--- config.mk ---
export PLATFORM = sky130hd
export DESIGN_NAME = ack_filter
export DESIGN_NICKNAME = d
export VERILOG_FILES = /design/src/rtl/ack_filter_pkg.sv /design/src/rtl/ack_filter_view.sv /design/src/rtl/ack_filter_ctrl.sv /design/src/rtl/ack_filter_datapath.sv /design/src/rtl/ack_filter.sv
export SDC_FILE = /design/constraint.sdc
export NUM_CORES = 1
export LEC_CHECK = 0
export ABC_AREA = 1
export BUFFER_PORTS_ARGS = -buffer_cell sky130_fd_sc_hd__buf_2
export CAP_MARGIN = 20
export CORE_ASPECT_RATIO = 1.4
export CORE_MARGIN = 2
export CORE_UTILIZATION = 39
export CTS_CLUSTER_DIAMETER = 60
export DETAILED_ROUTE_END_ITERATION = 7
export PLACE_DENSITY_LB_ADDON = 0.05
export RECOVER_POWER = 50
export SYNTH_ARGS = -nofsm -noshare
export SYNTH_HDL_FRONTEND = slang
export SYNTH_HIERARCHICAL = 1
export SYNTH_SLANG_ARGS = --single-unit
--- constraint.sdc ---
create_clock -name clk -period 1.4 [get_ports clk]
set_clock_uncertainty 0.05 [all_clocks]
set_input_delay 0 -clock clk [delete_from_list [all_inputs] [get_ports clk]]
set_output_delay 0 -clock clk [all_outputs]
set_load 0.1 [all_outputs]
--- src/rtl/ack_filter_pkg.sv ---
package ack_filter_pkg;
  // Decisions handed from control to datapath for one cycle.
  typedef struct packed {
    logic loadRd;   // capture the returned ID
    logic fireAck;  // accepted acknowledge
    logic fireEoi;  // accepted completion
  } ackfStrobe_t;
endpackage

--- src/rtl/ack_filter_view.sv ---
// Computes the ID a given access is allowed to see.
module ack_filter_view #(
  parameter int ID_W    = 10,
  parameter int MAX_IRQ = 1020
) (
  input  logic [ID_W-1:0] pendId,
  input  logic            pendGroup,
  input  logic            accessSecure,
  input  logic            cfgSecExt,
  input  logic            cfgRev2,
  input  logic            ackCtl,
  output logic [ID_W-1:0] viewId
);
  localparam logic [ID_W-1:0] ID_NONE   = ID_W'((1 << ID_W) - 1);
  localparam logic [ID_W-1:0] ID_OTHER  = ID_W'((1 << ID_W) - 2);
  localparam logic [ID_W-1:0] REAL_LIM  = ID_W'(MAX_IRQ);

  logic hasGroups;
  logic effSecure;
  logic isReal;

  assign hasGroups = cfgRev2 | cfgSecExt;
  assign effSecure = ~cfgSecExt | accessSecure;
  assign isReal    = pendId < REAL_LIM;

  always_comb begin
    viewId = pendId;
    if (isReal && hasGroups) begin
      if (!pendGroup && !effSecure) begin
        viewId = ID_NONE;
      end else if (pendGroup && effSecure && !ackCtl) begin
        viewId = ID_OTHER;
      end
    end
  end

  always_comb begin
    if (!hasGroups) begin
      assert_nogroup_passthru_R2: assert (viewId == pendId);
    end
  end
endmodule

--- src/rtl/ack_filter_ctrl.sv ---
// Turns a request and the visible ID into strobes and a returned ID.
module ack_filter_ctrl
  import ack_filter_pkg::*;
#(
  parameter int ID_W    = 10,
  parameter int PRIO_W  = 8,
  parameter int MAX_IRQ = 1020
) (
  input  logic              rdReq,
  input  logic              rdAck,
  input  logic [ID_W-1:0]   viewId,
  input  logic [PRIO_W-1:0] pendPrio,
  input  logic [PRIO_W-1:0] runPrio,
  input  logic              eoiReq,
  input  logic              eoiGroup,
  input  logic              accessSecure,
  input  logic              cfgSecExt,
  output ackfStrobe_t       strobes,
  output logic [ID_W-1:0]   retId
);
  localparam logic [ID_W-1:0] ID_NONE  = ID_W'((1 << ID_W) - 1);
  localparam logic [ID_W-1:0] REAL_LIM = ID_W'(MAX_IRQ);

  logic viewReal;
  logic prioWins;
  logic eoiBlocked;

  assign viewReal   = viewId < REAL_LIM;
  assign prioWins   = pendPrio < runPrio;
  // only a non-secure completion of group 0 under security support is dropped.
  // group 1 secure completions pass regardless of ackCtl.
  assign eoiBlocked = cfgSecExt & ~accessSecure & ~eoiGroup;

  always_comb begin
    strobes = '0;
    retId   = viewId;
    if (rdReq) begin
      strobes.loadRd = 1'b1;
      if (rdAck) begin
        if (!viewReal) begin
          retId = viewId;
        end else if (!prioWins) begin
          retId = ID_NONE;
        end else begin
          strobes.fireAck = 1'b1;
        end
      end
    end
    strobes.fireEoi = eoiReq & ~eoiBlocked;
  end

  always_comb begin
    if (strobes.fireAck) begin
      assert_ack_real_R9: assert (retId < REAL_LIM && pendPrio < runPrio);
    end
    if (!rdAck) begin
      assert_peek_no_fire_R10: assert (!strobes.fireAck);
    end
  end
endmodule

--- src/rtl/ack_filter_datapath.sv ---
// Output registers driven by the control strobes.
module ack_filter_datapath
  import ack_filter_pkg::*;
#(
  parameter int ID_W = 10
) (
  input  logic            clk,
  input  logic            rst_n,
  input  ackfStrobe_t     strobes,
  input  logic [ID_W-1:0] retId,
  input  logic [ID_W-1:0] eoiIdIn,
  output logic [ID_W-1:0] rdData,
  output logic            ackStrobe,
  output logic [ID_W-1:0] ackId,
  output logic            eoiStrobe,
  output logic [ID_W-1:0] eoiId
);
  localparam logic [ID_W-1:0] ID_NONE = ID_W'((1 << ID_W) - 1);

  always_ff @(posedge clk) begin
    if (!rst_n) begin
      rdData    <= ID_NONE;
      ackStrobe <= 1'b0;
      ackId     <= ID_NONE;
      eoiStrobe <= 1'b0;
      eoiId     <= ID_NONE;
    end else begin
      ackStrobe <= strobes.fireAck;
      eoiStrobe <= strobes.fireEoi;
      if (strobes.loadRd)  rdData <= retId;
      if (strobes.fireAck) ackId  <= retId;
      if (strobes.fireEoi) eoiId  <= eoiIdIn;
    end
  end

  assert_ack_matches_read_R9: assert property (@(posedge clk) disable iff (!rst_n)
    ackStrobe |-> ackId == rdData);
endmodule

--- src/rtl/ack_filter.sv ---
module ack_filter
  import ack_filter_pkg::*;
#(
  parameter int ID_W    = 10,
  parameter int PRIO_W  = 8,
  parameter int EOI_W   = 32,
  parameter int MAX_IRQ = 1020
) (
  input  logic              clk,
  input  logic              rst_n,
  input  logic              cfgSecExt,
  input  logic              cfgRev2,
  input  logic              ackCtl,
  input  logic              accessSecure,
  input  logic              rdReq,
  input  logic              rdAck,
  input  logic [ID_W-1:0]   pendId,
  input  logic              pendGroup,
  input  logic [PRIO_W-1:0] pendPrio,
  input  logic [PRIO_W-1:0] runPrio,
  input  logic              eoiReq,
  input  logic [EOI_W-1:0]  eoiData,
  input  logic              eoiGroup,
  output logic [ID_W-1:0]   rdData,
  output logic              ackStrobe,
  output logic [ID_W-1:0]   ackId,
  output logic              eoiStrobe,
  output logic [ID_W-1:0]   eoiId
);
  localparam logic [ID_W-1:0] ID_NONE = ID_W'((1 << ID_W) - 1);

  logic [ID_W-1:0] viewId;
  logic [ID_W-1:0] retId;
  ackfStrobe_t     strobes;

  ack_filter_view #(.ID_W(ID_W), .MAX_IRQ(MAX_IRQ)) uView (
    .pendId(pendId), .pendGroup(pendGroup), .accessSecure(accessSecure),
    .cfgSecExt(cfgSecExt), .cfgRev2(cfgRev2), .ackCtl(ackCtl), .viewId(viewId)
  );

  ack_filter_ctrl #(.ID_W(ID_W), .PRIO_W(PRIO_W), .MAX_IRQ(MAX_IRQ)) uCtrl (
    .rdReq(rdReq), .rdAck(rdAck), .viewId(viewId), .pendPrio(pendPrio),
    .runPrio(runPrio), .eoiReq(eoiReq), .eoiGroup(eoiGroup),
    .accessSecure(accessSecure), .cfgSecExt(cfgSecExt),
    .strobes(strobes), .retId(retId)
  );

  ack_filter_datapath #(.ID_W(ID_W)) uData (
    .clk(clk), .rst_n(rst_n), .strobes(strobes), .retId(retId),
    .eoiIdIn(eoiData[ID_W-1:0]), .rdData(rdData), .ackStrobe(ackStrobe),
    .ackId(ackId), .eoiStrobe(eoiStrobe), .eoiId(eoiId)
  );

  assert_low_prio_no_ack_R8: assert property (@(posedge clk) disable iff (!rst_n)
    (rdReq && rdAck && pendPrio >= runPrio) |=> (!ackStrobe && rdData >= ID_W'(MAX_IRQ)));

  assert_peek_no_ack_R10: assert property (@(posedge clk) disable iff (!rst_n)
    (rdReq && !rdAck) |=> !ackStrobe);

  assert_ns_eoi_drop_R11: assert property (@(posedge clk) disable iff (!rst_n)
    (eoiReq && cfgSecExt && !accessSecure && !eoiGroup) |=> (!eoiStrobe && $stable(eoiId)));

  assert_eoi_low_bits_R12: assert property (@(posedge clk) disable iff (!rst_n)
    (eoiReq && !(cfgSecExt && !accessSecure && !eoiGroup)) |=>
      (eoiStrobe && eoiId == ID_W'($past(eoiData))));

  assert_nogroup_read_R2: assert property (@(posedge clk) disable iff (!rst_n)
    (rdReq && !rdAck && !cfgSecExt && !cfgRev2) |=> rdData == $past(pendId));

  assert_ns_grp0_hidden_R4: assert property (@(posedge clk) disable iff (!rst_n)
    (rdReq && cfgSecExt && !accessSecure && !pendGroup && pendId < ID_W'(MAX_IRQ))
      |=> (rdData == ID_NONE && !ackStrobe));
endmodule

==> metrics.txt <==
Routed WL per cell=10.12 um; synth warn=6; RSZ-0062 raised after global routing=true; crit path kind=input port to flop; Worst EP required=1480 ps; io pins=101; final wirelength=4401 um; Avg Cell Area, Syn=6.843 um^2; setup TNS=0 ps; Post-Syn Area=1765 um^2; PD cells=about 1000 nW/um^2; initial antenna violation count=0; post-layout min period=1389 ps; # DRC=0; reg2reg path depth=2; placed insts=411; Port Buf Inserts=78; vias in the first global route=1,607; first-pass GRT wire length=6644 um; CP max stage delay=280 ps; worst hold stages=3; Least-Margin Pin Slew=about 640 ps; Pre-antenna DRT Iters=4; Die Ht=83.61 um; Syn Inst Count=roughly 260; Final setup viols=0; largest net degree at the start of global routing=33; Area Growth Syn to Fin=59.53%; Die Wd=60.87 um; Final Hold Viols=0; min-delay worst type=input port to flop; total CTS buffers=5; worst setup margin=~11 ps; flops & latches, synth=32; via count=1,958; VDD IR max=~0.53 mV; Clk pin slew, worst setup/hold paths=60 ps; Final Max Slew Viols=0; Max FO, Critical Path=6; Max Cap Viol=0; Syn Nets=roughly 330; kind of start point of the critical path=input port; CP Capture Type=flop; 1st-iter DRT viols=49; vias per std cell=4.501; Slowest-stage cell, CP=or2_1; cell mode on critical path=nand2_2; gr ovfl total=0; fin cells=about 440; Worst-Skew Late Latency=270 ps; worst slack, placed=-339.3 ps; Yosys top cell area share=0.3629; detailed placer's ending HPWL=3119 um; Nets=449; FP Rows=29; Max Fclk=~700 MHz; Static Leak=approximately 1.6 nW; Sinks on Clock Net=32; worst-path cell chain=buf_6 -> nand2_4 -> nor2_4 -> nand2_4 -> nand2_8 -> nand2_2 -> nand2_2 -> nand4_1 -> or2_1 -> nand3_4 -> nor2_4 -> buf_6 -> nand2_2 -> nand3_2; CTS tree=yes; most area-consuming cells after synthesis=dfxtp_1 36%, nand2_1 26%, nand3_1 8.2%, inv_1 5.7%, ha_1 5.0%; core region area=4427 um^2; H-tree depth=2; cell taking the most area after synthesis=dfxtp_1; Antenna Violating Nets Remaining=0; Worst EP arrival=1470 ps; Final period util=0.9924; Starting Density=0.3988; share of cells above drive strength 1=0.4370; normalized max-slew margin=0.5725; post-synth cell types=22; diode count=0; status=finished clean; CTS Buffer Depth=2; Clock Tree Root=clkbuf_8; die area=5089 um^2; part of the Yosys area used for sequential elements=0.3629; GPL Wtd Cong=0.8169; Total GRT Usage=0.1683
## registers in the layout (all words and copies together), names as in the netlist
signal / count
uData/ackId: 10
uData/eoiStrobe: 1
uData/ackStrobe: 1
uData/eoiId: 10
uData/rdData: 10
## where the power goes
group / leakage (nW) / switching [mW] / internal [mW] / total (mW)
clock network: 0.0503 / 0.300 / 0.437 / 0.737
logic: 1.25 / 0.844 / 0.331 / 1.17
registers: 0.266 / 0.0316 / 0.981 / 1.01
total: 1.56 / 1.18 / 1.75 / 2.92
## metrics by stage
step	cell area, um^2	utilization	hold slack [ps]	power [mW]
5_1_grt	2816	0.6362	48.64	3.079
2_1_floorplan	1784	-	47.63	1.838
4_1_cts	2546	0.5752	33.12	2.848
3_3_place_gp	2335	0.5274	160.5	2.074
6_report	2816	0.6362	35.74	2.924
3_5_place_dp	2335	0.5274	167.5	2.079
## path summary, 6_finish.rpt
kind | to | from | slack [ps]
hold / removal | uData/rdData[5]$_SDFFE_PN1P_ | rdReq | 40
setup reg to reg | uData/ackId[3]$_SDFFE_PN1P_ | uData/ackId[3]$_SDFFE_PN1P_ | 750
setup / recovery | uData/ackId[3]$_SDFFE_PN1P_ | pendId[9] | 10
hold reg to reg | uData/rdData[6]$_SDFFE_PN1P_ | uData/rdData[6]$_SDFFE_PN1P_ | 400
## per-layer routing
layer  vias to the layer above  global-route usage  part of all wire
met5                         -                   0                 0
met4                         0             0.08893             0.028
met3                         7             0.02636             0.045
met2                        54              0.2874              0.53
met1                       861              0.1913              0.40
li1                       1036                   -                 -
## synthesized netlist by cell type, drive strengths merged
| cell type | number |
|---|---|
| nand2 | 124 |
| inv | 31 |
| or2 | 1 |
| o31ai | 1 |
| nand3b | 9 |
| nand4 | 2 |
| buf | 7 |
| o21a | 1 |
| a21oi | 4 |
| dfxtp | 32 |
| nor2 | 6 |
| nand3 | 33 |
| ha | 7 |
## timing repair
| item | 4_1_cts | 5_1_grt |
|---|---|---|
| pin swaps | 1 | 31 |
| gates resized for setup | 0 | 58 |
| buffers inserted | 2 | 2 |
| setup endpoints to repair | 10 | 21 |
| hold buffers | 10 | 0 |
| hold endpoints to repair | 10 | 0 |
| cloned | 0 | 3 |
## worst max-delay path: cells and delay by family
kind | cells | cell delay [ps]
buf+inv | 2 | 220
simple gates | 12 | 1250
## area by class of cell
class / instances / area [um^2]
tap: 62 / 77.57
clock buffer: 7 / 96.34
sequential: 32 / 640.6
inverter: 31 / 121.4
timing repair buffer: 112 / 732.0
multi-input combinational: 191 / 1149
fill: 437 / 1610
## cells in the final DEF, fill, tap and decap left out, types with 3 or more instances in the layout
cell type | Yosys | final
nand2_4 | 2 | 11
buf_6 | 3 | 9
nand2_2 | 1 | 22
clkbuf_2 | 0 | 11
dfxtp_1 | 32 | 32
a21oi_1 | 3 | 3
nor2_4 | 2 | 5
ha_1 | 7 | 7
nand3_2 | 4 | 7
clkbuf_8 | 0 | 7
inv_1 | 27 | 27
buf_4 | 4 | 22
buf_2 | 0 | 59
nand3b_1 | 9 | 9
nand3_1 | 29 | 24
nand2_1 | 120 | 92
dlygate4sd3_1 | 0 | 10
## kinds of logic (layout without fill, tap and decap cells)
group,after synthesis,after routing,synth area share
flip-flops,32,32,0.3629
adder cells (fa/ha/maj),7,7,0.04961
AO/OA/AOI/OAI,6,7,0.02623
buffers and inverters,38,150,0.1021
AND/OR/NAND/NOR,175,177,0.4593
Power figures use the tool's default switching activity.
